### config.mk
export PLATFORM = sky130hd
export DESIGN_NAME = dbg_halt_ctrl
export DESIGN_NICKNAME = d
export VERILOG_FILES = /design/src/rtl/dbg_halt_pkg.sv /design/src/rtl/dbg_halt_pend.sv /design/src/rtl/dbg_halt_arb.sv /design/src/rtl/dbg_cmd_gate.sv /design/src/rtl/dbg_halt_ctrl.sv
export SDC_FILE = /design/constraint.sdc
export NUM_CORES = 1
export LEC_CHECK = 0
export BUFFER_PORTS_ARGS = -buffer_cell sky130_fd_sc_hd__buf_2
export CAP_MARGIN = 10
export CORE_AREA = 2 2 39 41
export CTS_BUF_LIST = sky130_fd_sc_hd__clkbuf_8 sky130_fd_sc_hd__clkbuf_16
export CTS_CLUSTER_DIAMETER = 120
export DETAILED_ROUTE_END_ITERATION = 8
export DIE_AREA = 0 0 41 43
export GPL_ROUTABILITY_DRIVEN = 0
export PLACE_DENSITY_LB_ADDON = 0.05
export SYNTH_ARGS = -nofsm -noshare
export SYNTH_HDL_FRONTEND = slang
export SYNTH_SLANG_ARGS = --single-unit
### constraint.sdc
create_clock -name clk -period 3.95 [get_ports clk]
set_clock_uncertainty 0.2 [all_clocks]
set_input_delay 0.79 -clock clk [delete_from_list [all_inputs] [get_ports clk]]
set_output_delay 0.79 -clock clk [all_outputs]
set_load 0.02 [all_outputs]
### src/rtl/dbg_halt_pkg.sv
package dbg_halt_pkg;
  localparam int CAUSE_W = 2;

  typedef enum logic [CAUSE_W-1:0] {
    CAUSE_NONE = 2'd0,
    CAUSE_FOF  = 2'd1,
    CAUSE_BKPT = 2'd2,
    CAUSE_HALT = 2'd3
  } halt_cause_e;

  typedef struct packed {
    logic        take;
    halt_cause_e cause;
    logic        priv_viol;
  } halt_dec_t;
endpackage

### src/rtl/dbg_halt_pend.sv
module dbg_halt_pend #(
  parameter int NUM_BKPT = 4
) (
  input  logic                clk,
  input  logic                rst,
  input  logic [NUM_BKPT-1:0] bkpt_trig_i,
  input  logic                bkpt_pin_i,
  input  logic                halted_i,
  input  logic                take_i,
  output logic                bkpt_now_o,
  output logic                pend_o
);
  logic pend_q;

  assign bkpt_now_o = (|bkpt_trig_i) | bkpt_pin_i;
  assign pend_o     = pend_q;

  always_ff @(posedge clk) begin
    if (rst) begin
      pend_q <= 1'b0;
    end else if (take_i || halted_i) begin
      pend_q <= 1'b0;
    end else if (bkpt_now_o) begin
      pend_q <= 1'b1;
    end
  end


  pend_idle_when_halted_chk: assert property (@(posedge clk) disable iff (rst)
    halted_i |=> !pend_q);

  pend_catch_chk: assert property (@(posedge clk) disable iff (rst)
    (!halted_i && !take_i && bkpt_now_o) |=> pend_q);
endmodule

### src/rtl/dbg_halt_arb.sv
module dbg_halt_arb
  import dbg_halt_pkg::*;
(
  input  logic      halted_i,
  input  logic      fof_i,
  input  logic      bkpt_now_i,
  input  logic      pend_i,
  input  logic      insn_bound_i,
  input  logic      halt_insn_i,
  input  logic      user_mode_i,
  input  logic      user_halt_en_i,
  output halt_dec_t dec_o
);
  logic bkpt_ready;
  logic halt_denied;

  assign bkpt_ready  = insn_bound_i && (pend_i || bkpt_now_i);
  assign halt_denied = user_mode_i && !user_halt_en_i;

  always_comb begin
    dec_o = '{take: 1'b0, cause: CAUSE_NONE, priv_viol: 1'b0};
    if (!halted_i) begin
      if (fof_i) begin
        dec_o.take  = 1'b1;
        dec_o.cause = CAUSE_FOF;
      end else if (bkpt_ready) begin
        dec_o.take  = 1'b1;
        dec_o.cause = CAUSE_BKPT;
      end else if (halt_insn_i) begin
        if (halt_denied) begin
          dec_o.priv_viol = 1'b1;
        end else begin
          dec_o.take  = 1'b1;
          dec_o.cause = CAUSE_HALT;
        end
      end
    end
  end
endmodule

### src/rtl/dbg_cmd_gate.sv
module dbg_cmd_gate (
  input  logic clk,
  input  logic rst,
  input  logic halted_i,
  input  logic reg_cmd_i,
  input  logic mem_cmd_i,
  output logic reg_ack_o,
  output logic reg_nrdy_o,
  output logic mem_ack_o
);
  always_ff @(posedge clk) begin
    if (rst) begin
      reg_ack_o  <= 1'b0;
      reg_nrdy_o <= 1'b0;
      mem_ack_o  <= 1'b0;
    end else begin
      reg_ack_o  <= reg_cmd_i && halted_i;
      reg_nrdy_o <= reg_cmd_i && !halted_i;
      mem_ack_o  <= mem_cmd_i;
    end
  end


  reg_reject_running_chk: assert property (@(posedge clk) disable iff (rst)
    (reg_cmd_i && !halted_i) |=> (reg_nrdy_o && !reg_ack_o));

  reg_grant_halted_chk: assert property (@(posedge clk) disable iff (rst)
    (reg_cmd_i && halted_i) |=> (reg_ack_o && !reg_nrdy_o));

  mem_grant_chk: assert property (@(posedge clk) disable iff (rst)
    mem_cmd_i |=> mem_ack_o);
endmodule

### src/rtl/dbg_halt_ctrl.sv
module dbg_halt_ctrl
  import dbg_halt_pkg::*;
#(
  parameter int NUM_BKPT = 4
) (
  input  logic                clk,
  input  logic                rst,
  input  logic                fof_i,
  input  logic [NUM_BKPT-1:0] bkpt_trig_i,
  input  logic                bkpt_pin_i,
  input  logic                insn_bound_i,
  input  logic                halt_insn_i,
  input  logic                user_mode_i,
  input  logic                user_halt_en_i,
  input  logic                go_i,
  input  logic                reg_cmd_i,
  input  logic                mem_cmd_i,
  output logic                halted_o,
  output logic [CAUSE_W-1:0]  cause_o,
  output logic                pend_o,
  output logic                priv_viol_o,
  output logic                reg_ack_o,
  output logic                reg_nrdy_o,
  output logic                mem_ack_o
);
  logic        halted_q;
  halt_cause_e cause_q;
  logic        priv_q;
  logic        bkpt_now;
  logic        pend;
  halt_dec_t   dec;

  dbg_halt_pend #(.NUM_BKPT(NUM_BKPT)) u_pend (
    .clk         (clk),
    .rst         (rst),
    .bkpt_trig_i (bkpt_trig_i),
    .bkpt_pin_i  (bkpt_pin_i),
    .halted_i    (halted_q),
    .take_i      (dec.take),
    .bkpt_now_o  (bkpt_now),
    .pend_o      (pend)
  );

  dbg_halt_arb u_arb (
    .halted_i       (halted_q),
    .fof_i          (fof_i),
    .bkpt_now_i     (bkpt_now),
    .pend_i         (pend),
    .insn_bound_i   (insn_bound_i),
    .halt_insn_i    (halt_insn_i),
    .user_mode_i    (user_mode_i),
    .user_halt_en_i (user_halt_en_i),
    .dec_o          (dec)
  );

  dbg_cmd_gate u_cmd (
    .clk        (clk),
    .rst        (rst),
    .halted_i   (halted_q),
    .reg_cmd_i  (reg_cmd_i),
    .mem_cmd_i  (mem_cmd_i),
    .reg_ack_o  (reg_ack_o),
    .reg_nrdy_o (reg_nrdy_o),
    .mem_ack_o  (mem_ack_o)
  );

  always_ff @(posedge clk) begin
    if (rst) begin
      halted_q <= 1'b0;
      cause_q  <= CAUSE_NONE;
      priv_q   <= 1'b0;
    end else begin
      priv_q <= dec.priv_viol;
      if (halted_q) begin
        if (go_i) begin
          halted_q <= 1'b0;
          cause_q  <= CAUSE_NONE;
        end
      end else if (dec.take) begin
        halted_q <= 1'b1;
        cause_q  <= dec.cause;
      end
    end
  end

  assign halted_o    = halted_q;
  assign cause_o     = cause_q;
  assign pend_o      = pend;
  assign priv_viol_o = priv_q;


  fof_wins_chk: assert property (@(posedge clk) disable iff (rst)
    (!halted_q && fof_i) |=> (halted_q && cause_q == CAUSE_FOF));

  go_release_chk: assert property (@(posedge clk) disable iff (rst)
    (halted_q && go_i) |=> (!halted_q && cause_q == CAUSE_NONE));

  priv_no_halt_chk: assert property (@(posedge clk) disable iff (rst)
    priv_q |-> !halted_q);

  cause_hold_chk: assert property (@(posedge clk) disable iff (rst)
    (halted_q && !go_i) |=> (halted_q && $stable(cause_q)));

  halt_has_cause_chk: assert property (@(posedge clk) disable iff (rst)
    $rose(halted_q) |-> (cause_q != CAUSE_NONE));
endmodule

=== Word level (Yosys, flattened, before mapping) ===
Cells that the tools add are included.

* Mux-type cells: 14
* Equality and inequality tests: 1
* Reduce and logical (&&, ||, !) cells: 13
* Bitwise operators: 2

{| class="wikitable"
|+ Operator list
! kind !! number
|-
| $mux 3 || 3
|-
| $mux 4 || 2
|-
| $mux 1 || 6
|-
| $mux 2 || 3
|-
| $reduce_or 5->1 || 1
|-
| $logic_and 1x1->1 || 4
|-
| $reduce_or 4->1 || 1
|-
| $logic_not 1->1 || 2
|-
| $logic_or 1x1->1 || 2
|-
| $ne 2x2->1 const B || 1
|-
| $reduce_and 2->1 || 1
|-
| $reduce_bool 2->1 || 1
|-
| $reduce_or 2->1 || 1
|-
| $not 1->1 || 1
|-
| $or 1x1->1 || 1
|}

* Logic and storage cells: 37
* Input port bits: 15
* Register bits: 8

=== Longest topological paths before layout ===
* Depth after elaboration: 9
* Mapped depth: 3
* Depth with buffers taken out: 3

=== By module ===
From an unflattened synthesis, not the netlist that was laid out.

* Cells, all modules: 37
* Area, all modules: 366.6 µm²

{| class="wikitable"
|+ Modules (own cells, without submodules)
! module !! cells an instance !! instances !! area each (µm²)
|-
| dbg_halt_ctrl || 15 || 1 || 157.7
|-
| dbg_cmd_gate || 6 || 1 || 82.6
|-
| dbg_halt_arb || 10 || 1 || 68.8
|-
| dbg_halt_pend || 6 || 1 || 57.6
|}

=== Worst setup path before layout ===
No wires, ideal clock.

* Path type: input to register
* Start point: in bkpt_trig_i[3]
* End point: reg cause_q[0] (netlist: cause_o[0])
* Path slack: 1777 ps
* Library setup time: 103 ps
* Stages on the path: 3
* Arrival: 1870 ps
* Cells stage by stage: or4_4 o31a_1 a2111oi_2

* Longest elaborated chain between the ends: 9
* Elaborated cells on any way between the ends: 11
* Classes of those cells: mux: 5; bitwise: 1; reduce/logical: 5

{| class="wikitable"
|+ Ends and longest elaborated chain
! item !! RTL line !! text
|-
| start, declared || dbg_halt_ctrl.sv:9 || <nowiki>input logic [NUM_BKPT-1:0] bkpt_trig_i,</nowiki>
|-
| $reduce_or 4->1 * || dbg_halt_pend.sv:15 || <nowiki>assign bkpt_now_o = (|bkpt_trig_i) | bkpt_pin_i;</nowiki>
|-
| $or 1x1->1 * || dbg_halt_pend.sv:15 ||
|-
| $logic_or 1x1->1 * || dbg_halt_arb.sv:17 || <nowiki>assign bkpt_ready = insn_bound_i && (pend_i || bkpt_now_i);</nowiki>
|-
| $logic_and 1x1->1 * || dbg_halt_arb.sv:17 ||
|-
| $mux 3 * || dbg_halt_arb.sv:26 || <nowiki>end else if (bkpt_ready) begin</nowiki>
|-
| $mux 3 * || dbg_halt_arb.sv:23 || <nowiki>if (fof_i) begin</nowiki>
|-
| $mux 4 * || dbg_halt_arb.sv:22 || <nowiki>if (!halted_i) begin</nowiki>
|-
| $mux 2 or $reduce_bool 2->1 (tied branches) || -- ||
|-
| $mux 2 or $reduce_and 2->1 (tied branches) || -- ||
|-
| end signal, assigned || dbg_halt_ctrl.sv:81 || <nowiki>cause_q <= dec.cause;</nowiki>
|-
| end, declared || dbg_halt_ctrl.sv:27 || <nowiki>halt_cause_e cause_q;</nowiki>
|}

Mark *: on every way between the ends. The rest lies on a longest branch, timed or not. The select of a mux whose other input is x is not followed.
A chain may end at the register's enable or synchronous reset.

=== Worst setup path in the final report ===
Same ends and word-level chain as after synthesis.

==> results by group <==
GRT
  – Via count of the first global-routing pass: 330
  – First-pass GRT wire length: between 1 and 1.5 mm
  – Largest net degree at the start of global routing: 9
  – Tot GR Track Use: roughly 11%
  – Gr ovfl total: 0
  – Antenna violations before repair: 0

Critical path
  – Crit path required time: about 3.9 ns
  – Worst Path Class, Setup: input pin to flip-flop
  – Kind of end point of the critical path: flip-flop
  – End of the critical path: cause_o[0]$_SDFFE_PP0P_
  – Worst endpoint data arrival time: between 2 and 2.5 ns
  – Register-to-register setup slack: around 2.2 ns
  – Launching point of the worst reg2reg path: u_pend.pend_o$_SDFFE_PP0P_
  – Largest fanout on the critical path: 3
  – Sort of element at the start of the critical path: input pin
  – Worst-case reg-to-reg path depth: 3
  – Launch point of the worst path: bkpt_trig_i[3]
  – Capture point of the worst reg-to-reg path: cause_o[0]$_SDFFE_PP0P_

Logic synthesis
  – Share of the synthesized area in the top cell type: 50.0%
  – Unique cell type count in the Yosys netlist: 20
  – Cell taking the most area after synthesis: sky130_fd_sc_hd__dfxtp_1
  – Warnings from Yosys: 0
  – Async S/R FF share, synth: 0%
  – Count of state elements after synthesis: 8
  – Syn Std Cell Area: 320 sq um
  – Post-Synthesis Net Count: 45
  – Post-synthesis average cell area: around 11 sq um
  – Sequential share of the synthesized area: between 50% and 60%
  – Most instantiated library cell after synthesis: sky130_fd_sc_hd__dfxtp_1
  – Number of enable flip-flop cells after synthesis: 0
  – Most common flop cell mapped by yosys: sky130_fd_sc_hd__dfxtp_1
  – Leading post-synthesis cells by cell area: sky130_fd_sc_hd__dfxtp_1, sky130_fd_sc_hd__a2111oi_2, sky130_fd_sc_hd__a211oi_1
  – Leading cell types by count after synthesis: sky130_fd_sc_hd__dfxtp_1, sky130_fd_sc_hd__a211oi_1, sky130_fd_sc_hd__a31oi_1, sky130_fd_sc_hd__nor3_1
  – Number of instances in the synthesized netlist: 30

Layout
  – # fillers: ~160
  – Fraction of layout cells with a size suffix above 1: about half
  – Layout Area Growth over Synthesis: 53.5%
  – Diodes inserted: 0
  – Final core utilization: a little over a third
  – Count of placed standard cells in the final layout, fillers left out: 71
  – # nets final: just over 70

Placed design
  – I/O Buffers: 22
  – Placed wire-length estimate: about 660 um
  – Total instance count after detailed placement: between 60 and 70

Drt
  – Total via count in the routed design: 343
  – Drt first pass iters: 2
  – Wire length per cell: around 11 um
  – Remaining antenna violation count after routing: 0
  – Final WL: slightly below 800 um
  – Remaining design rule violation count: 0
  – Routed vias/inst: roughly 4.8
  – Number of DRC violations after detailed-routing iteration 0: 5

Clocking
  – CTS Root Buffer Type: sky130_fd_sc_hd__clkbuf_8
  – Number of buffers inserted by hold repair at cts: 0
  – Clk buf depth: 2
  – Setup bufs post-CTS: 0
  – Number of CTS-inserted buffers: 3
  – TritonCTS clock tree: built
  – Htree depth: 1
  – Post_cts resized: 0
  – Clock-pin slew on the worst setup and hold paths: approximately 0.040 ns
  – Clk Latency, worst-skew pair: 0.23 ns
  – Number of sinks on the clock net: 8

Die
  – Die height: 43 um
  – Starting density of the core: between 20% and 30%
  – Number of top-level pins: 23
  – Total Die Area: about 0.0018 sq mm
  – Area inside the core boundary: around 0.0014 sq mm
  – Num rows: 14
  – Chip Width: 41 um

STA
  – Time the final worst path needs with I/O delays and setup: around 2.1 ns
  – Fraction of the cycle the final worst path needs: between 50% and 60%
  – Final-report max-slew violation count: 0
  – Total negative slack: 0 ns
  – Max Clock Freq: 479 MHz
  – Max-slew headroom: between 70% and 80%
  – Worst-Margin Slew: roughly 0.44 ns
  – Final setup fails: 0
  – RSZ-0062 raised after global routing: false
  – Final hold violation count: 0

Power and ir drop
  – Leakage power figure: 0.241 nW
  – Pwr Density: roughly 440 mW/mm^2
  – Worst IR Drop VDD: approximately 0.18 mV

Worst hold path
  – HP Class: flip-flop to flip-flop

Outcome
  – Run status: complete, no violations

Flow run
  – Max capacitance violation total: 0
registers in the layout, indices dropped and copies added (netlist names):
signal	cells
u_cmd.mem_ack_o	1
u_pend.pend_o	1
u_cmd.reg_nrdy_o	1
halted_o	1
priv_viol_o	1
u_cmd.reg_ack_o	1
cause_o	2
where the power goes:
part | internal, mW | total [mW] | switching [mW]
combinational | 0.0142 | 0.0307 | 0.0165
sequential | 0.0855 | 0.0887 | 0.00325
clock | 0.0659 | 0.0966 | 0.0307
kinds of logic after synthesis:
family,Yosys count,share of synthesized area [%]
and+or+nand+nor,11,24.2
AOI/OAI and AO/OA,10,24.6
DFF,8,50.0
buffers and inverters,1,1.17
layout by cell type (no fill, tap or decap), drive strengths merged, types with 2 or more instances in the layout:
cell,instances
a211oi,2
clkbuf,3
dfxtp,8
nor3,2
buf,22
a31oi,2
routing by layer:
layer	GRT usage, %	routed length [um]	vias to the layer above
li1	-	-	170
met1	11.7	289	152
met2	15.0	379	17
met3	5.24	95	4
met4	12.0	26	0
met5	0	0	-
final cells by class:
type,count,area (sq um),share of cell area [%]
clock buffers,3,41.3,8.40
inverters,1,3.75,0.763
flip-flops and latches,8,160,32.6
multi-input cells,21,156,31.8
well taps,16,20.0,4.07
repair buffers,22,110,22.4
stage by stage:
stage                     total power [mW]  hold slack (ns)  setup WS (ns)  instance area, sq um
after floorplan                      0.106            0.408           1.78                   320
after global placement               0.120            0.342           1.63                   450
after detailed placement             0.121            0.348           1.62                   450
after CTS                            0.219            0.359           1.85                   492
after global routing                 0.227            0.378           1.82                   492
final                                0.216            0.355           1.86                   492
how the worst min path moves through the flow:
stage | slack, ns | cells after the start | from | end
after detailed placement | 0.35 | 2 | cause_o[1]$_SDFFE_PP0P_ | cause_o[1]$_SDFFE_PP0P_
after global placement | 0.34 | 2 | cause_o[1]$_SDFFE_PP0P_ | cause_o[1]$_SDFFE_PP0P_
after CTS | 0.36 | 2 | cause_o[1]$_SDFFE_PP0P_ | cause_o[1]$_SDFFE_PP0P_
after global routing | 0.38 | 2 | cause_o[1]$_SDFFE_PP0P_ | cause_o[1]$_SDFFE_PP0P_
after floorplan | 0.41 | 2 | cause_o[1]$_SDFFE_PP0P_ | cause_o[1]$_SDFFE_PP0P_
final | 0.36 | 2 | cause_o[1]$_SDFFE_PP0P_ | cause_o[1]$_SDFFE_PP0P_
worst max-delay path, cell delays in order:
cell                        delay, ns
sky130_fd_sc_hd__buf_2           0.10
sky130_fd_sc_hd__or4_4           0.52
sky130_fd_sc_hd__o31a_1          0.27
sky130_fd_sc_hd__a2111oi_2       0.34
Power figures use the tool's default switching activity.
